$ cat src/rtl/spi_master_pkg.sv
package spi_master_pkg;

    localparam int WORD_W  = 32;
    localparam int IDX_W   = $clog2(WORD_W);
    localparam int BITN_W  = IDX_W + 1;
    localparam int EDGE_W  = IDX_W + 2;

    typedef enum logic [1:0] {
        ST_IDLE  = 2'd0,
        ST_LEAD  = 2'd1,
        ST_XFER  = 2'd2,
        ST_TRAIL = 2'd3
    } spi_state_e;

    // width code to number of bits
    function automatic logic [EDGE_W-1:0] width_bits(input logic [1:0] sel);
        case (sel)
            2'd0:    width_bits = EDGE_W'(8);
            2'd1:    width_bits = EDGE_W'(16);
            default: width_bits = EDGE_W'(32);
        endcase
    endfunction

endpackage

$ cat src/rtl/spi_half_timer.sv
module spi_half_timer #(
    parameter int HALF = 2
) (
    input  logic clk,
    input  logic rst,
    input  logic en,
    output logic tick
);
    localparam int CNT_W = (HALF > 1) ? $clog2(HALF) : 1;

    logic [CNT_W-1:0] cnt_d, cnt_q;

    always_comb begin
        tick  = en && (cnt_q == CNT_W'(HALF - 1));
        cnt_d = cnt_q;
        if (!en || tick) cnt_d = '0;
        else             cnt_d = cnt_q + 1'b1;
    end

    always_ff @(posedge clk) begin
        if (rst) cnt_q <= '0;
        else     cnt_q <= cnt_d;
    end

endmodule

$ cat src/rtl/spi_select_decode.sv
module spi_select_decode #(
    parameter int N_SLAVES = 4,
    parameter int SEL_W    = (N_SLAVES > 1) ? $clog2(N_SLAVES) : 1
) (
    input  logic                clk,
    input  logic                rst,
    input  logic                en_d,
    input  logic [SEL_W-1:0]    idx_d,
    output logic [N_SLAVES-1:0] ss_n
);
    logic [N_SLAVES-1:0] ss_n_d, ss_n_q;

    always_comb begin
        ss_n_d = '1;
        for (int i = 0; i < N_SLAVES; i++) begin
            if (en_d && (idx_d == SEL_W'(i))) ss_n_d[i] = 1'b0;
        end
    end

    always_ff @(posedge clk) begin
        if (rst) ss_n_q <= '1;
        else     ss_n_q <= ss_n_d;
    end

    assign ss_n = ss_n_q;


    ss_onehot_chk: assert property (@(posedge clk) disable iff (rst)
        $countones(~ss_n_q) <= 1);

endmodule

$ cat src/rtl/spi_bit_engine.sv
module spi_bit_engine
    import spi_master_pkg::*;
#(
    parameter int DW = WORD_W
) (
    input  logic          clk,
    input  logic          rst,
    input  logic          load,
    input  logic [DW-1:0] tx_word,
    input  logic [1:0]    wsel,
    input  logic          lsb_first,
    input  logic          advance,
    input  logic          sample,
    input  logic          miso,
    output logic          mosi_bit,
    output logic [DW-1:0] rx_word
);
    typedef struct packed {
        logic [DW-1:0]     tx;
        logic [DW-1:0]     rx;
        logic [BITN_W-1:0] bitn;
        logic              lsb;
        logic [1:0]        wsel;
    } eng_t;

    eng_t e_d, e_q;
    logic [EDGE_W-1:0] wbits, rev;
    logic [IDX_W-1:0]  idx;

    always_comb begin
        wbits    = width_bits(e_q.wsel);
        rev      = wbits - EDGE_W'(1) - EDGE_W'(e_q.bitn);
        idx      = e_q.lsb ? e_q.bitn[IDX_W-1:0] : rev[IDX_W-1:0];
        mosi_bit = e_q.tx[idx];

        e_d = e_q;
        if (load) begin
            e_d.tx   = tx_word;
            e_d.rx   = '0;
            e_d.bitn = '0;
            e_d.lsb  = lsb_first;
            e_d.wsel = wsel;
        end else begin
            if (sample)  e_d.rx[idx] = miso;
            if (advance) e_d.bitn    = e_q.bitn + 1'b1;
        end
    end

    always_ff @(posedge clk) begin
        if (rst) e_q <= '0;
        else     e_q <= e_d;
    end

    assign rx_word = e_q.rx;


    sample_in_word_chk: assert property (@(posedge clk) disable iff (rst)
        sample |-> (EDGE_W'(e_q.bitn) < wbits));

endmodule

$ cat src/rtl/spi_master.sv
module spi_master
    import spi_master_pkg::*;
#(
    parameter int CLK_DIV  = 4,
    parameter int N_SLAVES = 4,
    parameter int SEL_W    = (N_SLAVES > 1) ? $clog2(N_SLAVES) : 1
) (
    input  logic                clk,
    input  logic                rst,
    input  logic                start,
    input  logic                cpol,
    input  logic                cpha,
    input  logic                lsb_first,
    input  logic [1:0]          width_sel,
    input  logic [SEL_W-1:0]    slave_sel,
    input  logic [WORD_W-1:0]   tx_word,
    input  logic                miso,
    output logic                sclk,
    output logic [N_SLAVES-1:0] ss_n,
    output logic                mosi,
    output logic                busy,
    output logic                done,
    output logic [WORD_W-1:0]   rx_word
);
    localparam int HALF = CLK_DIV / 2;

    typedef struct packed {
        spi_state_e        state;
        logic              sck;
        logic              ss_en;
        logic [SEL_W-1:0]  slave;
        logic              cpha;
        logic [1:0]        wsel;
        logic [EDGE_W-1:0] edge_n;
        logic              drv_en;
        logic              done;
    } ctl_t;

    ctl_t c_d, c_q;
    logic tick, load, sample, advance, mosi_bit, leading;
    logic [EDGE_W-1:0] wbits, last_edge;

    spi_half_timer #(.HALF(HALF)) u_timer (
        .clk  (clk),
        .rst  (rst),
        .en   (c_q.state != ST_IDLE),
        .tick (tick)
    );

    always_comb begin
        c_d       = c_q;
        c_d.done  = 1'b0;
        load      = 1'b0;
        sample    = 1'b0;
        advance   = 1'b0;
        wbits     = width_bits(c_q.wsel);
        last_edge = {wbits[EDGE_W-2:0], 1'b0} - EDGE_W'(1);
        leading   = ~c_q.edge_n[0];

        case (c_q.state)
            ST_IDLE: begin
                c_d.sck = cpol;
                if (start) begin
                    c_d.state  = ST_LEAD;
                    c_d.ss_en  = 1'b1;
                    c_d.slave  = slave_sel;
                    c_d.cpha   = cpha;
                    c_d.wsel   = width_sel;
                    c_d.edge_n = '0;
                    c_d.drv_en = ~cpha;
                    load       = 1'b1;
                end
            end
            ST_LEAD, ST_XFER: begin
                if (tick) begin
                    c_d.sck = ~c_q.sck;
                    if (!c_q.cpha) begin
                        if (leading)                        sample  = 1'b1;
                        else if (c_q.edge_n != last_edge)   advance = 1'b1;
                    end else begin
                        if (leading) begin
                            c_d.drv_en = 1'b1;
                            if (c_q.edge_n != '0)           advance = 1'b1;
                        end else begin
                            sample = 1'b1;
                        end
                    end
                    c_d.edge_n = c_q.edge_n + 1'b1;
                    c_d.state  = (c_q.edge_n == last_edge) ? ST_TRAIL : ST_XFER;
                end
            end
            ST_TRAIL: begin
                if (tick) begin
                    c_d.state  = ST_IDLE;
                    c_d.ss_en  = 1'b0;
                    c_d.drv_en = 1'b0;
                    c_d.done   = 1'b1;
                end
            end
            default: c_d.state = ST_IDLE;
        endcase
    end

    always_ff @(posedge clk) begin
        if (rst) begin
            c_q     <= '0;
            c_q.sck <= cpol;
        end else begin
            c_q <= c_d;
        end
    end

    spi_select_decode #(.N_SLAVES(N_SLAVES), .SEL_W(SEL_W)) u_select (
        .clk   (clk),
        .rst   (rst),
        .en_d  (c_d.ss_en),
        .idx_d (c_d.slave),
        .ss_n  (ss_n)
    );

    spi_bit_engine #(.DW(WORD_W)) u_bits (
        .clk       (clk),
        .rst       (rst),
        .load      (load),
        .tx_word   (tx_word),
        .wsel      (width_sel),
        .lsb_first (lsb_first),
        .advance   (advance),
        .sample    (sample),
        .miso      (miso),
        .mosi_bit  (mosi_bit),
        .rx_word   (rx_word)
    );

    assign sclk = c_q.sck;
    assign mosi = c_q.drv_en & mosi_bit;
    assign busy = (c_q.state != ST_IDLE);
    assign done = c_q.done;


    done_release_chk: assert property (@(posedge clk) disable iff (rst)
        done |-> (&ss_n));


    done_single_chk: assert property (@(posedge clk) disable iff (rst)
        done |=> !done);


    busy_rise_chk: assert property (@(posedge clk) disable iff (rst)
        (start && !busy) |=> busy);


    busy_fall_chk: assert property (@(posedge clk) disable iff (rst)
        $fell(busy) |-> done);

endmodule

$ cat config.mk
export PLATFORM = sky130hd
export DESIGN_NAME = spi_master
export DESIGN_NICKNAME = d
export VERILOG_FILES = /design/src/rtl/spi_master_pkg.sv /design/src/rtl/spi_half_timer.sv /design/src/rtl/spi_select_decode.sv /design/src/rtl/spi_bit_engine.sv /design/src/rtl/spi_master.sv
export SDC_FILE = /design/constraint.sdc
export NUM_CORES = 1
export LEC_CHECK = 0
export BUFFER_PORTS_ARGS = -buffer_cell sky130_fd_sc_hd__clkbuf_2
export CAP_MARGIN = 20
export CORE_ASPECT_RATIO = 1.75
export CORE_MARGIN = 5
export CORE_UTILIZATION = 40
export CTS_BUF_LIST = sky130_fd_sc_hd__clkbuf_4 sky130_fd_sc_hd__clkbuf_8
export DETAILED_ROUTE_END_ITERATION = 8
export PLACE_DENSITY = 0.71
export SLEW_MARGIN = 40
export SYNTH_ARGS = -nofsm -noshare
export SYNTH_HDL_FRONTEND = slang
export SYNTH_SLANG_ARGS = --single-unit
$ cat constraint.sdc
create_clock -name clk -period 4.2 [get_ports clk]
set_clock_uncertainty 0.1 [all_clocks]
set_input_delay 0.42 -clock clk [delete_from_list [all_inputs] [get_ports clk]]
set_output_delay 0.42 -clock clk [all_outputs]
set_load 0.03 [all_outputs]
# [Yosys cells after proc, flatten, opt, wreduce, memory -nomap -nowiden]
# Cells that the tools add are included.
# Widths: inputs -> output; s select.
[word_totals] reg_bits=96 wordCells=113 in_bits=43 out_inout_bits=40
[op_classes] mux=44 reduce_logical=25 eq_ne=16 bitwise_logic=4 n_lt_le_gt_ge=2 n_addsub=6
[op_table] operator="$bwmux 32" n=1
[op_table] operator="$mux 1" n=25
[op_table] operator="$mux 16" n=1
[op_table] operator="$mux 14" n=1
[op_table] operator="$pmux 7 s2" n=1
[op_table] operator="$pmux 6 s2" n=1
[op_table] operator="$mux 5" n=2
[op_table] operator="$ne 2x2->1 const B" n=5
[op_table] operator="$pmux 5 s2" n=1
[op_table] operator="$eq 2x1->1 const B" n=4
[op_table] operator="$eq 2x2->1 const B" n=4
[op_table] operator="$logic_not 2->1" n=4
[op_table] operator="$mux 8" n=1
[op_table] operator="$reduce_or 2->1" n=4
[op_table] operator="$add 7x1->7 const B" n=1
[op_table] operator="$eq 7x7->1" n=1
[op_table] operator="$ne 7x7->1" n=1
[op_table] operator="$reduce_bool 7->1" n=1
[op_table] operator="$sub 7x1->7 const B" n=1
[op_table] operator="$add 6x1->6 const B" n=1
[op_table] operator="$logic_and 1x1->1" n=6
[op_table] operator="$lt 5x6->1 const B" n=1
[op_table] operator="$mux 2" n=3
[op_table] operator="$pmux 2 s3" n=1
[op_table] operator="19 further kinds" n=25

# [Depth between registers and ports, before layout]
# Gate-level depths: netlist (run 1).
[logic_depth] depth_word=10 depth_mapped=10 depth_no_buf=8

# [Modules after synthesis]
# Synthesis (run 1) repeated with hierarchy kept, for this count alone.
[unflattened] hier_cells=559 hier_area_um2=5141.2
[modules_own_cells] module="spi_bit_engine" cells_per_inst=425 seq_area_each_um2=1441.4 instances=1 area_per_inst_um2=3906.2
[modules_own_cells] module="spi_master" cells_per_inst=123 seq_area_each_um2=370.4 instances=1 area_per_inst_um2=1073.5
[modules_own_cells] module="spi_select_decode" cells_per_inst=8 seq_area_each_um2=80.1 instances=1 area_per_inst_um2=121.4
[modules_own_cells] module="spi_half_timer" cells_per_inst=3 seq_area_each_um2=20.0 instances=1 area_per_inst_um2=40.0

# [Least setup slack after synthesis (run 1)]
# OpenSTA, ideal clock, no wires.
[synth_timing] path_type="reg2out" start="register u_bits.e_q[2] (netlist bit)" end="output mosi" required_time_ps=3680 path_buffers=2 setup_slack_ps=1346 stages_incl_launch_ff=7 t_arrival_ps=2334 cell_sequence="dfxtp_1 -> buf_2 -> buf_2 -> o21bai_1 -> a21oi_2 -> nor3_1 -> nor4_1"
[synth_via] elab_chain_cells=4
[synth_rtl] item="start: declaration" line_no="spi_bit_engine.sv:26" source="eng_t e_d, e_q;"
[synth_rtl] item="start signal: assignment" line_no="spi_bit_engine.sv:50" source="if (rst) e_q <= '0;"
[synth_rtl] item="start signal: assignment" line_no="spi_bit_engine.sv:51" source="else e_q <= e_d;"
[synth_rtl] item="$mux 5" line_no="spi_bit_engine.sv:33" source="idx = e_q.lsb ? e_q.bitn[IDX_W-1:0] : rev[IDX_W-1:0];"
[synth_rtl] item="$bmux 1 s5" line_no="spi_bit_engine.sv:34" source="mosi_bit = e_q.tx[idx];"
[synth_rtl] item="$mux 1 (not written as such)" line_no="spi_bit_engine.sv:34"
[synth_rtl] item="$and 1x1->1" line_no="spi_master.sv:136" source="assign mosi = c_q.drv_en & mosi_bit;"
[synth_rtl] item="end: declaration" line_no="spi_master.sv:20" source="output logic mosi,"
# Every way passes these cells. The select of a mux whose other input is x is not followed.

# [Final worst setup path (run 1)]
[layout_timing] start="register u_bits.e_q[5] (netlist bit)" end="output mosi"
[layout_via] elab_chain_cells=5
[layout_rtl] item="$sub 5x5->5" line_no="spi_bit_engine.sv:32" source="rev = wbits - EDGE_W'(1) - EDGE_W'(e_q.bitn);"
[layout_rtl] item="$mux 5 *" line_no="spi_bit_engine.sv:33"
[layout_rtl] item="$bmux 1 s5 *" line_no="spi_bit_engine.sv:34"
[layout_rtl] item="$mux 1 (not written as such) *" line_no="spi_bit_engine.sv:34"
[layout_rtl] item="$and 1x1->1 *" line_no="spi_master.sv:136"
# Every way passes the cells marked *; elsewhere a longest branch is shown, timed or not. The select of a mux whose other input is x is not followed.

==> results by group, run 1 <==
Clocking
  – CTS buffer count: 9
  – Clock Pin Slew Worst Setup and Hold Paths: roughly 0.09 ns
  – CTS root buf: clkbuf_8
  – Clk sinks: slightly above 90
  – CTS H-tree depth: 3
  – Hold buffer count at cts: 0
  – Clock Latency Late Sink: 0.37 ns
  – CTS tree: built
  – Max Root-Sink Buffers: 2
  – Setup Fix Bufs, Post-CTS: 0
  – Post-cts resize count: 0

Floorplanning
  – Chip Width: around 94 um
  – Ports: 83
  – Chip Height: around 160 um
  – Standard-cell rows: between 50 and 60
  – Core area: roughly 12,000 um2
  – Die footprint: 14,600 um2
  – Initial Util: between 40% and 50%

Synthesis
  – Syn_nets: approximately 680
  – Synth Flop Type: dfxtp_1
  – Seq cells post-synth: 93
  – Mapped cell area: a little under 5000 um2
  – Mapped Cells: about 630
  – Yosys cell types: 58
  – Ys async rst share: 0%
  – Seq/Total Area, Yosys: 38.2%
  – Synthesis Warnings: 0
  – Synthesized area per cell: about 8 um2
  – Post-synth EDFFs: 1

Power and ir drop
  – P_sw: 515 uW
  – Power share of the sequential group: around 53%
  – LEAKAGE: ~0.0020 uW
  – Switch share: between 20% and 30%
  – Power per cell area: approximately 340 nW/um2
  – Max rail drop VDD: 139 uV
  – Clock power share: approximately 34%
  – Pint: 1280 uW
  – Total power: 1790 uW
  – Logic pwr share: around an eighth

Drt
  – Detailed router's first-iteration violation count: 221
  – WL/cell: between 10 and 15 um
  – Post-Route M1 WL: 4610 um
  – Vias: approximately 4,300
  – Residual DRC: 0
  – Drt first pass iters: 5
  – Met3 routed WL: ~430 um
  – Routed wl met2: around 6800 um
  – Post-DRT Antenna Nets: 0
  – Top routing layer used: met4
  – Post-Route WL: ~12,000 um
  – Vias per inst: approximately 5.2

Setup path
  – Slowest stage cell, crit path: dfxtp_1
  – CP peak stage delay: 0.79 ns
  – Critical Path AT: 2.71 ns
  – Req. time, crit path: between 3 and 4 ns
  – Worst path cell trace: nand2b_1, and2_1, nand4_1, a32oi_1, nor4_1, clkbuf_2
  – Top delay family on crit path: simple AND/OR/NAND/NOR gates
  – Crit path launch type: flip-flop
  – Worst R2R Start: c_q[10]$_SDFFE_PP0P_
  – Setup crit end kind: primary output
  – Worst Path Buf+Inv: 1
  – CP Class: flip-flop to primary output
  – Critical Path Fanout Max: 21
  – Cells on worst reg2reg path: 8
  – Worst Setup SP: u_bits.e_q[5]$_SDFFE_PP0P_
  – Instance count on the critical path: 6

Timing
  – Setup tns final: 0 ns
  – Final Hold Fails: 0
  – Max-Slew Margin vs Limit: between 50% and 60%
  – Hold Slack: around 0.17 ns
  – Final min period: around 3.2 ns
  – RSZ-0062 raised after global routing: false
  – Final Cycle Share: 76.9%
  – Final-report setup violation count: 0
  – Worst slew pin tran: ~0.71 ns
  – Fmax: between 0.3 and 0.4 GHz
  – Slew Limit Fails: 0

GRT
  – Gr usage total: 17.2%
  – Vias in the first global route: 4,179
  – Initial antenna violation count: 0
  – Global route total overflow: 0
  – First-pass GRT wire length: 20,200 um
  – Largest net degree at the start of global routing: 53

Run status
  – Status: finished clean

Layout
  – Fin util: between 40% and 50%
  – Area grow syn2layout: 8.92%
  – Nets: 700
  – Share of cells above drive strength 1: between 10% and 20%
  – # diodes: 0

Place
  – Port buffer count: between 80 and 90
  – HPWL reported at the end of detailed placement: between 9000 and 10,000 um
  – Final GP Congestion: approximately 0.84

Run
  – Max_cap viols: 0

Hold path
  – Hold Crit Start: tx_word[5]
  – Hold Path Class: input pin to flip-flop
  – Hold Crit Depth: 3
## path summary, 6_finish.rpt
| kind | end | slack (ns) |
|---|---|---|
| setup reg to reg | u_bits.e_q[6]$_SDFFE_PP0P_ | 1.61 |
| hold reg to reg | u_bits.rx_word[23]$_SDFFE_PP0P_ | 0.36 |
| hold / removal | u_bits.e_q[46]$_SDFFE_PP0P_ | 0.17 |
| setup / recovery | mosi | 0.97 |
## synthesized netlist by cell type (all sizes together) (7+ instances only)
cell	count	share of area (%)
clkbuf	26	2.0
xnor2	7	1.4
ha	7	1.8
a21oi	70	7.5
nor2b	7	0.89
buf	45	6.3
nand2	137	11
o21ai	21	2.1
nand3	20	2.0
mux2i	20	4.1
inv	12	0.92
nand2b	10	1.3
nor2	55	4.2
nor3	17	2.7
dfxtp	92	38
## layout by cell type, fill, tap and decap left out, types with 4 or more instances in the layout
master	count
xnor2_1	6
nor3b_1	4
ha_1	7
inv_1	10
dfxtp_1	90
xor2_1	5
nand2b_1	10
mux2i_1	20
o21ai_1	10
clkbuf_8	9
o32ai_1	4
o221ai_1	5
clkbuf_2	81
nor2b_1	7
o31ai_1	4
a21oi_2	4
nand2_1	137
a21oi_1	66
o22ai_1	5
nor2_1	55
nor3_2	9
o21ai_0	11
nor3_1	8
nand3_1	20
## per-layer routing
metal | track usage, % | up-vias
li1 | - | 2151
met1 | 17.9 | 2038
met2 | 33.0 | 79
met3 | 3.42 | 12
met4 | 7.16 | 0
met5 | 0 | -
## cell type report
type / count / area (um2)
clock buffers: 9 / 124
clock inverters: 7 / 75.1
fillers: 1246 / 6670
inverters: 12 / 45.0
multi-input cells: 449 / 2570
flip-flops and latches: 93 / 1870
well taps: 165 / 206
repair buffers: 85 / 435
## sequential cells by signal, summed over array words and instances (netlist names)
signal          count
u_bits.rx_word     32
u_timer.cnt_q       1
done                1
u_bits.e_q         38
sclk                1
u_select.ss_n       4
c_q                16
## power by group through the flow
stage	Sequential [uW]	Clock (uW)	Combinational, uW
finish	953	603	237
CTS	953	621	239
global placement	972	0	231
global route	958	661	266
detailed placement	974	0	238
floorplan	961	0	175
## per-stage QoR
| step | instances | instance area, um2 | setup WS [ns] |
|---|---|---|---|
| 6_report | 820 | 5330 | 0.970 |
| 5_1_grt | 820 | 5330 | 0.683 |
| 4_1_cts | 820 | 5330 | 0.833 |
| 3_5_place_dp | 804 | 5130 | 1.26 |
| 3_3_place_gp | 804 | 5130 | 1.30 |
| 2_1_floorplan | 625 | 4890 | 1.35 |
## tightest hold or removal path: stages
cell      delay [ns]
clkbuf_2        0.08
nand2_1         0.05
a21oi_1         0.05
## kinds of logic (layout without fill, tap and decap cells)
| group | Yosys count | after routing | synth area share, % |
|---|---|---|---|
| buf+inv | 83 | 113 | 9.23 |
| simple gates | 275 | 275 | 25.8 |
| xor+xnor | 12 | 12 | 2.30 |
| mux | 24 | 24 | 5.70 |
| compound gates | 131 | 131 | 16.9 |
| fa+ha+maj | 7 | 7 | 1.79 |
| flops | 93 | 93 | 38.2 |
No activity file was read; power rests on OpenSTA's default activity.
==> run 2, diff against run 1 <==
Clock period 4.2 ns to 3.22 ns, I/O delays scaled along.
==> run 2 against run 1 <==
Critical path depth decreased by 1. Sequential share of layout area decreased by 0.34 points. Routed wire length increased by 1.6%. Final area increased by 0.99%. Die area unchanged. Sequential power increased by 30%. Combinational power increased by 35%. Hold slack got worse by 0.10 ns. First-iteration DRC count increased by 21%. Clock-buffer cell count increased by 1.
==> results by group, run 2 (synthesized netlist as in run 1, its figures left out) <==
Timing
  – Final Hold Fails: 0
  – Worst slew pin tran: ~0.61 ns
  – Slew Limit Fails: 0
  – Max-Slew Margin vs Limit: 59.3%
  – Fmax: ~0.34 GHz
  – Final Cycle Share: approximately nine tenths
  – RSZ-0062 raised after global routing: false
  – Final-report setup violation count: 0
  – Final min period: 2.93 ns
  – Setup tns final: 0 ns

Setup path
  – CP Class: flip-flop to primary output
  – Critical Path Fanout Max: 16
  – Worst reg2reg endpoint: u_bits.e_q[6]$_SDFFE_PP0P_
  – Worst R2R Start: c_q[10]$_SDFFE_PP0P_
  – Crit path launch type: flip-flop
  – Req. time, crit path: ~2.8 ns
  – Cells on worst reg2reg path: 8
  – Setup crit end kind: primary output
  – Critical Path AT: between 2 and 3 ns
  – Flop-to-flop setup slack: about 0.66 ns

GRT
  – Gr usage total: ~17%
  – Largest net degree at the start of global routing: 52
  – Global route total overflow: 0
  – Initial antenna violation count: 0
  – Vias in the first global route: 4,282
  – First-pass GRT wire length: 20,300 um

Place
  – HPWL reported at the end of detailed placement: around 9500 um
  – Port buffer count: 82
  – Post-Place Cell Area: roughly 5200 um2
  – Final GP Congestion: 0.874

Clocking
  – CTS root buf: clkbuf_8
  – Hold buffer count at cts: 0
  – CTS tree: built
  – Post-cts resize count: 0
  – CTS H-tree depth: 3
  – Max Root-Sink Buffers: 2
  – Clk sinks: just over 90
  – Setup Fix Bufs, Post-CTS: 0
  – CTS buffer count: 9
  – Clock Pin Slew Worst Setup and Hold Paths: about 0.09 ns
  – Clock Latency Late Sink: ~0.36 ns

Power and ir drop
  – LEAKAGE: between 0.002 and 0.0025 uW
  – Power per cell area: approximately 430 nW/um2
  – Max rail drop VDD: 187 uV

Layout
  – Filler cell count: about 1,200
  – Most common cell after layout, fill and taps aside: nand2_1
  – Most flops, register: u_bits.e_q
  – Final instance area: ~5400 um2
  – Fin util: 44.9%
  – Nets: 708
  – Most frequent cells in the layout: 137 x nand2_1, 90 x dfxtp_1, 82 x clkbuf_2
  – Share of cells above drive strength 1: between 20% and 30%
  – # diodes: 0
  – Max reg flops: 38
  – Area grow syn2layout: 9.99%

Run
  – Max_cap viols: 0

Hold path
  – Hold Crit Depth: 3
  – Hold Path Class: input pin to flip-flop
  – Hold Crit Start: tx_word[5]
  – Hold Path End: u_bits.e_q[46]$_SDFFE_PP0P_

Floorplanning
  – Core area: ~12,000 um2
  – Standard-cell rows: 53
  – Chip Width: around 94 um
  – Die footprint: about 15,000 um2
  – Initial Util: 40.8%
  – Ports: 83
  – Chip Height: 156 um

Drt
  – Detailed router's first-iteration violation count: 268
  – Drt first pass iters: 4
  – WL/cell: around 15 um
  – Post-DRT Antenna Nets: 0
  – Post-Route WL: roughly 12,000 um
  – Vias: 4,306
  – Vias per inst: between 5 and 6
  – Residual DRC: 0

Run status
  – Status: finished clean
-- run 2: changes by cell type in the layout (fill, tap and decap cells not counted) --
| cell | delta |
|---|---|
| clkinvlp_4 | -2 |
| inv_6 | -1 |
| inv_4 | +1 |
| buf_4 | +8 |
| clkinv_2 | +1 |
| clkbuf_2 | +1 |
-- run 2: area by class of cell --
class                   instances  area (um2)  area share (%)
multi-input cells             449        2570            47.8
flip-flops and latches         93        1870            34.8
repair buffers                 93         493            9.16
well taps                     165         206            3.83
clock buffers                  10         131            2.44
clock inverters                 6        62.6            1.16
inverters                      12        45.0           0.837
-- run 2: stage by stage --
step	power [uW]	std cells	hold slack, ns	setup slack, ns
3_3_place_gp	1580	812	0.344	0.594
6_report	2340	828	0.0681	0.287
2_1_floorplan	1480	625	0.333	0.464
4_1_cts	2350	828	0.0610	0.118
3_5_place_dp	1590	812	0.349	0.527
5_1_grt	2450	828	0.0596	0.0483
-- run 2: worst max path at each step --
stage | start | endpoint | slack, ns | depth (start not counted)
3_5_place_dp | u_bits.e_q[2]$_SDFFE_PP0P_ | mosi | 0.53 | 7
2_1_floorplan | u_bits.e_q[2]$_SDFFE_PP0P_ | mosi | 0.46 | 6
4_1_cts | u_bits.e_q[2]$_SDFFE_PP0P_ | mosi | 0.12 | 7
3_3_place_gp | u_bits.e_q[2]$_SDFFE_PP0P_ | mosi | 0.59 | 7
5_1_grt | u_bits.e_q[4]$_SDFFE_PP0P_ | mosi | 0.05 | 5
6_report | u_bits.e_q[4]$_SDFFE_PP0P_ | mosi | 0.29 | 5
-- run 2: layer usage --
metal / up-vias / GRT usage (%) / wire (um) / part of all wire, %
li1: 2157 / - / - / -
met1: 2038 / 18.1 / 4620 / 37
met2: 87 / 33.1 / 6980 / 56
met3: 24 / 3.03 / 462 / 3.7
met4: 0 / 6.68 / 328 / 2.6
met5: - / 0 / 0 / 0
-- run 2: critical path, cell delays in order (launching register included) --
cell	delay (ns)
dfxtp_1	0.48
xnor2_1	0.57
mux4_2	0.34
o221ai_1	0.11
nor4_1	0.36
clkbuf_2	0.28
-- run 2: where the power goes --
group	switching (uW)	internal [uW]	total, uW
logic	205	115	320
clock network	409	367	776
registers	46.4	1200	1240
total	661	1680	2340
